[src/rtl/sdac_pkg.sv]
package sdac_pkg;

    localparam int FRAME_W = 16;
    localparam int ADDR_W  = 4;
    localparam int PAY_W   = FRAME_W - ADDR_W;
    localparam int CODE_W  = 8;
    localparam int NUM_CH  = 12;
    localparam int NUM_DED = 4;
    localparam int NUM_SHR = NUM_CH - NUM_DED;
    localparam int CH_W    = $clog2(NUM_CH);
    localparam int CNT_W   = $clog2(FRAME_W + 2);

    localparam logic [ADDR_W-1:0] A_SPECIAL = 4'd0;
    localparam logic [ADDR_W-1:0] A_DAC_LO  = 4'd1;
    localparam logic [ADDR_W-1:0] A_DAC_HI  = 4'd12;
    localparam logic [ADDR_W-1:0] A_CAPT    = 4'd13;
    localparam logic [ADDR_W-1:0] A_DIR     = 4'd14;
    localparam logic [ADDR_W-1:0] A_OUT     = 4'd15;
    localparam logic [ADDR_W-1:0] HIZ_KEY   = 4'b1101;

    typedef enum logic [2:0] {
        OP_NONE,
        OP_DAC,
        OP_HIZ,
        OP_CAPT,
        OP_DIR,
        OP_OUT
    } op_e;

    typedef struct packed {
        op_e                op;
        logic [CH_W-1:0]    ch;
        logic [CODE_W-1:0]  code;
        logic [PAY_W-1:0]   payload;
    } cmd_t;

    function automatic cmd_t decode_frame(input logic [FRAME_W-1:0] f);
        cmd_t c;
        logic [ADDR_W-1:0] a;
        a         = f[ADDR_W-1:0];
        c.payload = f[FRAME_W-1:ADDR_W];
        c.code    = f[ADDR_W+CODE_W-1:ADDR_W];
        c.ch      = CH_W'(a - A_DAC_LO);
        if (a >= A_DAC_LO && a <= A_DAC_HI)
            c.op = OP_DAC;
        else if (a == A_CAPT)
            c.op = OP_CAPT;
        else if (a == A_DIR)
            c.op = OP_DIR;
        else if (a == A_OUT)
            c.op = OP_OUT;
        else if (a == A_SPECIAL && f[2*ADDR_W-1:ADDR_W] == HIZ_KEY)
            c.op = OP_HIZ;
        else
            c.op = OP_NONE;
        return c;
    endfunction

endpackage

[src/rtl/sdac_bit_sync.sv]
module sdac_bit_sync #(
    parameter int           W       = 3,
    parameter int           STAGES  = 2,
    parameter logic [W-1:0] RST_VAL = '0
) (
    input  logic         clk,
    input  logic         rst,
    input  logic [W-1:0] d,
    output logic [W-1:0] q
);
    logic [W-1:0] stg [STAGES];

    generate
        for (genvar s = 0; s < STAGES; s++) begin : g_stage
            always_ff @(posedge clk) begin
                if (rst)
                    stg[s] <= RST_VAL;
                else if (s == 0)
                    stg[s] <= d;
                else
                    stg[s] <= stg[(s == 0) ? 0 : s - 1];
            end
        end
    endgenerate

    assign q = stg[STAGES-1];
endmodule

[src/rtl/sdac_frame_shifter.sv]
module sdac_frame_shifter
    import sdac_pkg::*;
#(
    parameter int FW = FRAME_W,
    parameter int PW = PAY_W,
    parameter int CW = CNT_W
) (
    input  logic          clk,
    input  logic          rst,
    input  logic          sclk_lvl,
    input  logic          en_lvl,
    input  logic          din_lvl,
    input  logic          load,
    input  logic [PW-1:0] load_val,
    output logic [FW-1:0] frame,
    output logic          commit,
    output logic          selected
);
    localparam logic [CW-1:0] CNT_FULL = CW'(FW);
    localparam logic [CW-1:0] CNT_SAT  = CW'(FW + 1);

    logic          sclk_d, en_d;
    logic          shift, start, en_rise;
    logic [CW-1:0] cnt;
    logic [FW-1:0] sr;

    assign shift   = sclk_lvl & ~sclk_d & ~en_lvl;
    assign start   = ~en_lvl & en_d;
    assign en_rise = en_lvl & ~en_d;

    always_ff @(posedge clk) begin
        if (rst) begin
            sclk_d <= 1'b0;
            en_d   <= 1'b1;
        end else begin
            sclk_d <= sclk_lvl;
            en_d   <= en_lvl;
        end
    end

    always_ff @(posedge clk) begin
        if (rst)
            cnt <= '0;
        else if (start)
            cnt <= shift ? CW'(1) : '0;
        else if (shift && cnt != CNT_SAT)
            cnt <= cnt + CW'(1);
    end

    always_ff @(posedge clk) begin
        if (rst)
            sr <= '0;
        else if (load)
            sr <= {load_val, {(FW-PW){1'b0}}};
        else if (shift)
            sr <= {sr[FW-2:0], din_lvl};
    end

    assign frame    = sr;
    assign commit   = en_rise && (cnt == CNT_FULL);
    assign selected = ~en_lvl;

    AST_SHIFT_TAKES_BIT: assert property (@(posedge clk) disable iff (rst)
        (shift && !load) |=> (sr[0] == $past(din_lvl))) else $error("shift bit");
    AST_COMMIT_EN_HIGH: assert property (@(posedge clk) disable iff (rst)
        commit |-> (en_lvl && !shift)) else $error("commit while selected");
endmodule

[src/rtl/sdac_reg_bank.sv]
module sdac_reg_bank
    import sdac_pkg::*;
#(
    parameter int NCH  = NUM_CH,
    parameter int NDED = NUM_DED,
    parameter int NSHR = NUM_SHR,
    parameter int CDW  = CODE_W,
    parameter int PW   = PAY_W
) (
    input  logic                     clk,
    input  logic                     rst,
    input  logic                     wr,
    input  cmd_t                     cmd,
    output logic [NCH-1:0][CDW-1:0]  codes,
    output logic [NSHR-1:0]          ana_en,
    output logic [PW-1:0]            pin_dir,
    output logic [PW-1:0]            pin_out
);
    logic wr_dac, wr_hiz;
    assign wr_dac = wr && (cmd.op == OP_DAC);
    assign wr_hiz = wr && (cmd.op == OP_HIZ);

    generate
        for (genvar g = 0; g < NCH; g++) begin : g_code
            always_ff @(posedge clk) begin
                if (rst)
                    codes[g] <= '0;
                else if (wr_dac && cmd.ch == CH_W'(g))
                    codes[g] <= cmd.code;
            end
        end
        for (genvar k = 0; k < NSHR; k++) begin : g_ana
            always_ff @(posedge clk) begin
                if (rst)
                    ana_en[k] <= 1'b0;
                else if (wr_hiz)
                    ana_en[k] <= 1'b0;
                else if (wr_dac && cmd.ch == CH_W'(NDED + k))
                    ana_en[k] <= 1'b1;
            end
        end
    endgenerate

    always_ff @(posedge clk) begin
        if (rst) begin
            pin_dir <= '0;
            pin_out <= '0;
        end else if (wr) begin
            if (cmd.op == OP_DIR) pin_dir <= cmd.payload;
            if (cmd.op == OP_OUT) pin_out <= cmd.payload;
        end
    end

    AST_HIZ_CLEARS_ANA: assert property (@(posedge clk) disable iff (rst)
        wr_hiz |=> (ana_en == '0)) else $error("hiz clear");
    AST_HIZ_KEEPS_CODES: assert property (@(posedge clk) disable iff (rst)
        wr_hiz |=> $stable(codes)) else $error("hiz touched codes");
    AST_ANA_SET_SRC: assert property (@(posedge clk) disable iff (rst)
        (|(ana_en & ~$past(ana_en))) |-> $past(wr_dac)) else $error("ana set");
    AST_DIR_HOLD: assert property (@(posedge clk) disable iff (rst)
        !(wr && cmd.op == OP_DIR) |=> $stable(pin_dir)) else $error("dir moved");
    AST_OUT_HOLD: assert property (@(posedge clk) disable iff (rst)
        !(wr && cmd.op == OP_OUT) |=> $stable(pin_out)) else $error("out moved");
endmodule

[src/rtl/sdac_cmd_top.sv]
module sdac_cmd_top
    import sdac_pkg::*;
#(
    parameter int SYNC_STAGES = 2
) (
    input  logic                     clk,
    input  logic                     rst,
    input  logic                     ser_clk,
    input  logic                     ser_en,
    input  logic                     ser_din,
    input  logic [PAY_W-1:0]         pin_in,
    output logic                     ser_dout,
    output logic                     ser_dout_oe,
    output logic [NUM_CH*CODE_W-1:0] dac_code,
    output logic [NUM_SHR-1:0]       ana_en,
    output logic [PAY_W-1:0]         pin_dir,
    output logic [PAY_W-1:0]         pin_out
);
    logic [2:0]                     sync_q;
    logic [FRAME_W-1:0]             frame;
    logic                           commit, selected;
    cmd_t                           cmd;
    logic [NUM_CH-1:0][CODE_W-1:0]  codes;

    sdac_bit_sync #(.W(3), .STAGES(SYNC_STAGES), .RST_VAL(3'b010)) u_sync (
        .clk (clk),
        .rst (rst),
        .d   ({ser_din, ser_en, ser_clk}),
        .q   (sync_q)
    );

    assign cmd = decode_frame(frame);

    sdac_frame_shifter u_shift (
        .clk      (clk),
        .rst      (rst),
        .sclk_lvl (sync_q[0]),
        .en_lvl   (sync_q[1]),
        .din_lvl  (sync_q[2]),
        .load     (commit && cmd.op == OP_CAPT),
        .load_val (pin_in),
        .frame    (frame),
        .commit   (commit),
        .selected (selected)
    );

    sdac_reg_bank u_regs (
        .clk     (clk),
        .rst     (rst),
        .wr      (commit),
        .cmd     (cmd),
        .codes   (codes),
        .ana_en  (ana_en),
        .pin_dir (pin_dir),
        .pin_out (pin_out)
    );

    assign dac_code    = codes;
    assign ser_dout    = frame[FRAME_W-1];
    assign ser_dout_oe = selected;

    AST_DED_NO_ANA: assert property (@(posedge clk) disable iff (rst)
        (commit && cmd.op == OP_DAC && cmd.ch < CH_W'(NUM_DED)) |=> $stable(ana_en))
        else $error("dedicated write changed ana");
    AST_CODES_ONLY_ON_COMMIT: assert property (@(posedge clk) disable iff (rst)
        !commit |=> $stable(dac_code)) else $error("code moved");
endmodule

[config.mk]
export PLATFORM = sky130hd
export DESIGN_NAME = sdac_cmd_top
export DESIGN_NICKNAME = d
export VERILOG_FILES = /design/src/rtl/sdac_pkg.sv /design/src/rtl/sdac_bit_sync.sv /design/src/rtl/sdac_frame_shifter.sv /design/src/rtl/sdac_reg_bank.sv /design/src/rtl/sdac_cmd_top.sv
export SDC_FILE = /design/constraint.sdc
export NUM_CORES = 1
export LEC_CHECK = 0
export BUFFER_PORTS_ARGS = -buffer_cell sky130_fd_sc_hd__buf_2
export CORE_MARGIN = 2
export CORE_UTILIZATION = 52
export DETAILED_ROUTE_END_ITERATION = 10
export PLACE_DENSITY_LB_ADDON = 0.15
export SYNTH_ARGS = -nofsm -noshare
export SYNTH_HDL_FRONTEND = slang
export SYNTH_SLANG_ARGS = --single-unit
[constraint.sdc]
create_clock -name clk -period 2.2 [get_ports clk]
set_input_delay 0.33 -clock clk [delete_from_list [all_inputs] [get_ports clk]]
set_output_delay 0.33 -clock clk [all_outputs]
set_load 0.05 [all_outputs]
==> impl_metrics.json, run 1 <==
{
  "fin_skew_ns": 0.01009,
  "htreeDepth": 4,
  "syn_inst": 564,
  "placed_cell_area_mm2": 0.006818,
  "ant_nets": 0,
  "worst_skew_pair.late_latency_ns": 0.52,
  "worstRegToRegCells": 4,
  "end_kind": "flip-flop",
  "drc_errors": 0,
  "cts_tree": "built",
  "clk_pin_slew_worst_paths_ns": 0.06,
  "ys_ff_latch": 157,
  "status": "complete, no violations",
  "antenna_cells": 0,
  "cts_root_buf": "clkbuf_8",
  "power.clock.fraction": 0.489,
  "fillCellCount": 863,
  "p_int_mw": 4.578,
  "cp_top_family": "simple AND/OR/NAND/NOR gates",
  "numCtsBuffers": 17,
  "yosysSeqAreaShare": 0.5371,
  "worst_pin_slew_ns": 0.6319,
  "synth_area_mm2": 0.005852,
  "p_switching_mw": 1.186,
  "dp_worst_setup_slack_ns": 0.1625,
  "grt-ovfl-total": 0,
  "holdPathStages": 2,
  "fp.dieH_um": 110.1,
  "hold_viol": 0,
  "worstPathArrival_ns": 2.45,
  "first_pass_iters": 4,
  "peakVddDrop_mv": 0.4350,
  "slew_headroom": 0.5781,
  "antenna_found_initial": 0,
  "setup_ws_ns": 0.1542,
  "synthArstFlopShare": 0,
  "power_leakage_nw": 3.229,
  "drv_cap": 0,
  "grt_pass1_wl_um": 22970,
  "place_hpwl_um": 9930,
  "grt_max_degree": 60,
  "p_per_area_mw_per_mm2": 778.5,
  "core_area_mm2": 0.01089,
  "p_sw_frac": 0.2057,
  "portBuffers": 146,
  "start_util": 0.5375,
  "die_area_mm2": 0.01212,
  "synth_top_flop_cell": "dfxtp_1",
  "nets": 731,
  "area_growth_pct": 26.51,
  "ctsResizeCount": 0,
  "yosys_warnings": 0,
  "clock_sinks": 157,
  "wl_um": 14820,
  "hp-class": "primary input to flip-flop",
  "min_period_ns": 2.046,
  "power_frac_seq": 0.495,
  "post_drt_via_cell_ratio": 5.227,
  "slew_viol_final": 0,
  "grt_setup_unrepaired": "false",
  "postLayoutCellArea_mm2": 0.007403,
  "critPathKind": "flip-flop to flip-flop",
  "critPathLaunchType": "flip-flop",
  "fmax_ghz": 0.4888,
  "grt_pass1_vias": 4402,
  "synth_nets": 584,
  "min_period_over_period": 0.9299,
  "syn_area_per_cell_um2": 10.38,
  "drive_above_1_share": 0.3112,
  "worstSetupPathDepth": 4,
  "synth.distinct_cells": 33,
  "slowest_stage": "or4b_2",
  "crit_chain": "or3b_4 > or4b_2 > mux2i_1 > nor2_1",
  "io-pin-count": 147,
  "num_rows": 38,
  "wire_per_inst_um": 17.17,
  "gp_congestion": 0.8764,
  "whs_ns": 0.02114,
  "vias": 4511,
  "worst-path-buf-inv": 0,
  "synth_edf_count": 0,
  "cp_slowest_stage_delay_ns": 0.86,
  "die_w_um": 110.1,
  "worstPathRequired_ns": 2.60,
  "grtUsageTotal": 0.2524,
  "post-cts-setup-buffers": 0,
  "critPathMaxFanout": 8,
  "power_frac_comb": 0.016,
  "setup_viol": 0,
  "drt_iter0_markers": 243,
  "clockBufferDepth": 2,
  "setup_tns_ns": 0
}
==> kinds of logic after synthesis <==
logic type,synth area share
flops,0.5371
fa+ha+maj,0.006415
simple gates,0.1458
buf+inv,0.04234
xor+xnor,0.002994
mux,0.2326
compound gates,0.03271
==> through the flow <==
| step | instances | total power, mW | util |
|---|---|---|---|
| 2_1_floorplan | 564 | 2.968 | - |
| 3_3_place_gp | 831 | 3.003 | 0.6262 |
| 3_5_place_dp | 831 | 3.005 | 0.6262 |
| 4_1_cts | 863 | 5.795 | 0.6800 |
| 5_1_grt | 863 | 5.915 | 0.6800 |
| 6_report | 863 | 5.764 | 0.6800 |
==> placed cells by master (no fill, tap or decap), drive strengths merged, types with 8 or more instances in the layout <==
master,n
a211oi,11
nor4,9
nor2,137
nor3,8
o21a,9
buf,176
clkbuf,22
mux2i,136
dfxtp,157
==> cell type report <==
class	count	area, um^2	share of cell area
clock buffer	22	462.9	0.06253
inverter	5	18.77	0.002535
clock inverter	9	112.6	0.01521
sequential	157	3143	0.4245
tap	140	175.2	0.02366
multi-input combinational	353	2510	0.3390
timing repair buffer	177	980.9	0.1325
==> timing repair <==
action / CTS / global route
endpoints found under the hold margin: 1 / 0
hold buffers: 1 / 0
setup endpoints to repair: 0 / 0
==> final timing paths <==
path / startpoint / end / slack [ns]
worst max-delay path: u_shift.cnt[4]$_SDFFE_PP0P_ / u_regs.codes[8]$_SDFFE_PP0P_ / 0.15
worst min-delay path: ser_clk / u_sync.stg[0][0]$_SDFF_PP0_ / 0.02
worst max register to register: u_shift.cnt[4]$_SDFFE_PP0P_ / u_regs.codes[8]$_SDFFE_PP0P_ / 0.15
worst min register to register: u_sync.stg[0][1]$_SDFF_PP1_ / u_sync.stg[1][1]$_SDFF_PP1_ / 0.41
==> per-layer routing <==
metal | up-vias | wire length [um] | global-route usage
li1 | 2187 | - | -
met1 | 2166 | 6697 | 0.3228
met2 | 129 | 6830 | 0.3975
met3 | 29 | 965 | 0.07407
met4 | 0 | 329 | 0.1076
met5 | - | 0 | 0
==> registers in the layout, indices dropped and copies added, names as in the netlist <==
name and count:
u_shift.en_d 1, u_regs.ana_en 8, u_shift.cnt 5, u_shift.frame 16
u_sync.stg 6, u_regs.codes 96, u_regs.pin_dir 12, u_shift.sclk_d 1
u_regs.pin_out 12
==> power groups by stage <==
| stage | clock (mW) | combinational [mW] | sequential, mW |
|---|---|---|---|
| after global placement | 0 | 0.0877 | 2.92 |
| after CTS | 2.85 | 0.0903 | 2.85 |
| final | 2.82 | 0.0908 | 2.85 |
| after detailed placement | 0 | 0.0887 | 2.92 |
| after global routing | 2.96 | 0.0979 | 2.85 |
| after floorplan | 0 | 0.0534 | 2.91 |
==> synth_stat cells, drive strengths merged, types with 5 or more instances <==
cell,n,share of area
nor2b,5,0.0053
mux2i,136,0.23
nand2b,5,0.0053
nor4,9,0.012
buf,18,0.019
clkbuf,31,0.020
nor2,137,0.088
a211oi,11,0.015
nor3,8,0.0086
inv,5,0.0032
o21a,9,0.012
dfxtp,157,0.54
Power figures use the tool's default switching activity.
==> run 2: changes to the inputs <==
- HOLD_SLACK_MARGIN: default -> 0.05
- PLACE_DENSITY: default -> 0.9
- PLACE_DENSITY_LB_ADDON: 0.15 -> default
- SLEW_MARGIN: default -> 20
==> run 2 against run 1 <==
Sequential power about the same. Highest routed layer unchanged. Clock skew increased by 0.0086 ns. Die area unchanged. Flip-flop and latch count unchanged. Clock power about the same.
==> impl_metrics.json, run 2 (synthesis results as in run 1) <==
{
  "setup_tns_ns": 0,
  "peakVddDrop_mv": 0.6061,
  "portBuffers": 146,
  "io-pin-count": 147,
  "fillCellCount": 743,
  "hp-class": "primary input to flip-flop",
  "grt_use_met3": 0.09171,
  "wl_um": 15610,
  "holdPathStages": 3,
  "setup_viol": 0,
  "p_int_mw": 4.526,
  "slew_headroom": 0.4734,
  "htreeDepth": 4,
  "worst_pin_slew_ns": 0.7889,
  "hold_viol": 0,
  "grt_use_met1": 0.3279,
  "reg2reg_from": "u_shift.cnt[4]$_SDFFE_PP0P_",
  "vias": 4729,
  "min_delay_worst_endpoint": "u_shift.frame[6]$_SDFFE_PP0P_",
  "r2r-end": "u_regs.codes[2]$_SDFFE_PP0P_",
  "critPathKind": "flip-flop to flip-flop",
  "first_pass_iters": 5,
  "grt_pass1_wl_um": 24050,
  "die_w_um": 110.1,
  "p_switching_mw": 1.238,
  "layout_common_cells": "dfxtp_1, buf_2, nor2_1",
  "max_flop_register": "u_regs.codes",
  "power_frac_seq": 0.495,
  "place_hpwl_um": 10370,
  "cp_slowest_stage_delay_ns": 0.88,
  "antenna_cells": 0,
  "fp.dieH_um": 110.1,
  "start_util": 0.5375,
  "clk_pin_slew_worst_paths_ns": 0.07,
  "grtUsageTotal": 0.2623,
  "p_sw_frac": 0.2148,
  "power_frac_comb": 0.016,
  "slew_viol_final": 0,
  "largest_reg_flops": 96,
  "drt_iter0_markers": 372,
  "power_leakage_nw": 3.249,
  "worst-path-buf-inv": 0,
  "final_common_cell": "dfxtp_1",
  "min_period_ns": 2.129,
  "fin_skew_ns": 0.01867,
  "worstPathArrival_ns": 2.54,
  "numCtsBuffers": 17,
  "r2r_setup_slack_ns": 0.07,
  "gp_congestion": 0.8489,
  "grt_pass1_vias": 4628,
  "worst_skew_pair.late_latency_ns": 0.53,
  "busiest_layer": "met2",
  "cts_tree": "built",
  "post-cts-setup-buffers": 0,
  "worstRegToRegCells": 4,
  "critPathLaunchType": "flip-flop",
  "drive_above_1_share": 0.3122,
  "drv_cap": 0,
  "die_area_mm2": 0.01212,
  "cts_root_buf": "clkbuf_8",
  "p_per_area_mw_per_mm2": 775.9,
  "ant_nets": 0,
  "crit_chain": "or3b_4 > or4b_2 > mux2i_1 > nor2_1",
  "area_growth_pct": 26.94,
  "fmax_ghz": 0.4696,
  "cp_top_family": "simple AND/OR/NAND/NOR gates",
  "drc_errors": 0,
  "grt_max_degree": 63,
  "num_rows": 38,
  "min_from": "pin_in[2]",
  "grt-ovfl-total": 0,
  "antenna_found_initial": 0,
  "clockBufferDepth": 2,
  "critPathMaxFanout": 8,
  "clock_sinks": 157,
  "min_period_over_period": 0.9679,
  "core_area_mm2": 0.01089,
  "whs_ns": 0.08088,
  "wire_per_inst_um": 18.06,
  "end_kind": "flip-flop",
  "slowest_stage": "or4b_2",
  "nets": 732,
  "met2_usage": 0.4093,
  "worstPathRequired_ns": 2.61,
  "status": "complete, no violations",
  "post_drt_via_cell_ratio": 5.473,
  "power.clock.fraction": 0.489
}
==> run 2: changes by cell type in the layout (fill, tap and decap cells not counted), sizes merged <==
cell / previous run / this run
buf: 176 / 175
clkbuf: 22 / 19
clkinv: 3 / 4
dlygate4sd3: 1 / 3
inv: 5 / 7
==> run 2: area by class of cell <==
class	count	area [um^2]	share of cell area
Tap cell	140	175.2	0.02358
Timing Repair Buffer	178	993.5	0.1337
Clock inverter	12	138.9	0.01870
Multi-Input combinational cell	353	2527	0.3402
Inverter	5	18.77	0.002527
Sequential cell	157	3143	0.4231
Clock buffer	19	431.7	0.05811
==> run 2: repair_timing <==
| item | in CTS | in global routing |
|---|---|---|
| endpoints found under the setup margin | 0 | 3 |
| hold buffers | 3 | 0 |
| hold endpoints to repair | 3 | 0 |
| resized for setup | 0 | 2 |
==> run 2: how the worst max path moves through the flow <==
stage                                start                             to  slack (ns)  cells after the start
5_1_grt        u_shift.cnt[0]$_SDFFE_PP0P_  u_regs.codes[66]$_SDFFE_PP0P_      -0.002                      8
6_report       u_shift.cnt[4]$_SDFFE_PP0P_   u_regs.codes[2]$_SDFFE_PP0P_        0.07                      4
3_3_place_gp   u_shift.cnt[2]$_SDFFE_PP0P_  u_regs.codes[84]$_SDFFE_PP0P_        0.17                      6
3_5_place_dp   u_shift.cnt[4]$_SDFFE_PP0P_  u_regs.codes[84]$_SDFFE_PP0P_        0.09                      6
2_1_floorplan  u_shift.cnt[0]$_SDFFE_PP0P_  u_regs.codes[16]$_SDFFE_PP0P_        0.22                      8
4_1_cts        u_shift.cnt[4]$_SDFFE_PP0P_  u_regs.codes[84]$_SDFFE_PP0P_        0.08                      6
==> run 2: per-stage QoR <==
step                      area, um^2  std cells  setup WS, ns  power [mW]  utilization
final                           7428        864       0.07061       5.764       0.6823
after global routing            7428        864     -0.002379       5.894       0.6823
after CTS                       7416        864       0.08140       5.791       0.6811
after detailed placement        6815        830       0.08655       3.003       0.6259
after global placement          6815        830        0.1734       3.001       0.6259
after floorplan                 5852        564        0.2153       2.968            -
==> run 2: per-layer routing <==
| layer | part of all wire | vias to the layer above | wire [um] |
|---|---|---|---|
| met1 | 0.42 | 2277 | 6504 |
| li1 | - | 2191 | - |
| met5 | 0 | - | 0 |
| met3 | 0.082 | 44 | 1287 |
| met4 | 0.025 | 0 | 390 |
| met2 | 0.48 | 217 | 7423 |
==> run 2: worst min-delay path: cells and delay by family <==
kind | cells | cell delay, ns
and+or+nand+nor | 1 | 0.09
AOI/OAI and AO/OA | 1 | 0.05
buffers and inverters | 1 | 0.10
==> run 2: power by group through the flow <==
| stage | Clock [mW] | Sequential (mW) | Combinational, mW |
|---|---|---|---|
| floorplan | 0 | 2.91 | 0.0534 |
| global placement | 0 | 2.92 | 0.0849 |
| detailed placement | 0 | 2.92 | 0.0877 |
| CTS | 2.85 | 2.85 | 0.0924 |
| global route | 2.94 | 2.85 | 0.101 |
| finish | 2.82 | 2.85 | 0.0931 |
==> run 3: changes to the inputs <==
- clock period: 2.2 -> 2.6 ns (I/O delays scaled with it)
==> run 3 against run 2 <==
Combinational power decreased by 20%. Register-to-register slack improved by 0.16 ns. Clock-buffer cell count increased by 2. Die area unchanged. Cell area decreased by 0.20%. Hold slack improved by 0.0012 ns. Critical endpoint is now u_regs.codes[83]$_SDFFE_PP0P_. Largest cell class unchanged.
==> impl_metrics.json, run 3 (synthesis results as in run 1) <==
{
  "grt_setup_unrepaired": "false",
  "power.clock.fraction": 0.516,
  "grtUsageTotal": 0.2628,
  "antenna_cells": 0,
  "cts_root_buf": "clkbuf_8",
  "portBuffers": 146,
  "slew_headroom": 0.4603,
  "grt_max_degree": 66,
  "area_growth_pct": 26.68,
  "worstPathArrival_ns": 2.75,
  "power_leakage_nw": 3.233,
  "critPathLaunchType": "flip-flop",
  "ant_nets": 0,
  "ctsResizeCount": 0,
  "fmax_ghz": 0.4219,
  "fp.dieH_um": 110.1,
  "first_pass_iters": 5,
  "critical_path.startpoint": "u_shift.cnt[0]$_SDFFE_PP0P_",
  "wire_per_inst_um": 18.14,
  "setup_viol": 0,
  "hp-class": "primary input to flip-flop",
  "fin_cells": 858,
  "power.total_mw": 5.143,
  "critPathMaxFanout": 7,
  "min_period_over_period": 0.9117,
  "peakVddDrop_mv": 0.4482,
  "setup_tns_ns": 0,
  "die_w_um": 110.1,
  "layout_common_cells": "dfxtp_1, buf_2, nor2_1",
  "reg2reg_from": "u_shift.cnt[0]$_SDFFE_PP0P_",
  "final_common_cell": "dfxtp_1",
  "clk_pin_slew_worst_paths_ns": 0.06,
  "critPathKind": "flip-flop to flip-flop",
  "dp_cells": 825,
  "power_frac_seq": 0.469,
  "setup_ws_ns": 0.2296,
  "cts_tree": "built",
  "p_per_area_mw_per_mm2": 693.7,
  "die_area_mm2": 0.01212,
  "start_util": 0.5375,
  "placed_cell_area_mm2": 0.006765,
  "drc_errors": 0,
  "post-cts-setup-buffers": 0,
  "place_hpwl_um": 10290,
  "htreeDepth": 4,
  "end_kind": "flip-flop",
  "nets": 725,
  "p_switching_mw": 1.006,
  "core_area_mm2": 0.01089,
  "dp_worst_setup_slack_ns": 0.3445,
  "grt-ovfl-total": 0,
  "p_sw_frac": 0.1957,
  "drv_cap": 0,
  "p_int_mw": 4.136,
  "max_flop_register": "u_regs.codes",
  "drive_above_1_share": 0.3078,
  "clock_sinks": 157,
  "vias": 4718,
  "grt_pass1_wl_um": 24000,
  "numCtsBuffers": 17,
  "fin_skew_ns": 0.008676,
  "min_period_ns": 2.370,
  "clockBufferDepth": 2,
  "postLayoutCellArea_mm2": 0.007413,
  "status": "complete, no violations",
  "gp_congestion": 0.9053,
  "worst_skew_pair.late_latency_ns": 0.52,
  "wl_um": 15560,
  "final_util": 0.6809,
  "power_frac_comb": 0.014,
  "min_from": "ser_din",
  "largest_reg_flops": 96,
  "worstPathRequired_ns": 2.97,
  "post_drt_via_cell_ratio": 5.499,
  "antenna_found_initial": 0,
  "grt_pass1_vias": 4670,
  "drt_iter0_markers": 329,
  "whs_ns": 0.08203,
  "io-pin-count": 147,
  "hold_viol": 0,
  "worst_pin_slew_ns": 0.8085,
  "num_rows": 38,
  "slew_viol_final": 0
}
-- run 3: changes by cell type in the layout (fill, tap and decap cells not counted), moves of 2 or more --
cell / delta
buf_4: -4
bufinv_16: +3
clkinv_2: +2
clkinv_4: -2
clkinvlp_4: -2
dlygate4sd3_1: -2
inv_6: -2
-- run 3: final timing paths --
| path | endpoint | slack, ns | cells past startpoint |
|---|---|---|---|
| min | u_sync.stg[0][2]$_SDFF_PP0_ | 0.08 | 2 |
| max | u_regs.codes[83]$_SDFFE_PP0P_ | 0.23 | 8 |
| max reg2reg | u_regs.codes[83]$_SDFFE_PP0P_ | 0.23 | 8 |
| min reg2reg | u_sync.stg[1][1]$_SDFF_PP1_ | 0.42 | 1 |
-- run 3: layout make-up --
| class | instances | area (um^2) |
|---|---|---|
| fillers | 771 | 3475 |
| inverters | 5 | 18.77 |
| repair buffers | 171 | 923.4 |
| flip-flops and latches | 157 | 3143 |
| multi-input cells | 353 | 2515 |
| clock buffers | 21 | 449.2 |
| clock inverters | 11 | 188.9 |
| well taps | 140 | 175.2 |
-- run 3: worst max-delay path, cell delays in order, from the launching register on --
cell,delay (ns)
dfxtp_1,0.35
inv_1,0.09
ha_1,0.19
nand3b_1,0.24
buf_4,0.26
nor4_2,0.46
buf_4,0.29
mux2i_1,0.27
nor2_1,0.07
-- run 3: timing repair --
action | in CTS | in global routing
hold buffers | 1 | 0
endpoints found under the setup margin | 0 | 0
endpoints found under the hold margin | 1 | 0
-- run 3: power by group through the flow --
stage	clock network, mW	logic (mW)	registers [mW]
2_1_floorplan	0	0.0452	2.47
3_3_place_gp	0	0.0705	2.47
3_5_place_dp	0	0.0722	2.47
4_1_cts	2.68	0.0730	2.41
5_1_grt	2.78	0.0803	2.41
6_report	2.65	0.0744	2.41
-- run 3: per-layer routing --
layer	vias to the layer above	GRT usage	wire [um]
met5	-	0	0
met4	0	0.09675	303
met3	31	0.08701	1446
met2	228	0.4360	7482
met1	2271	0.3172	6328
li1	2188	-	-
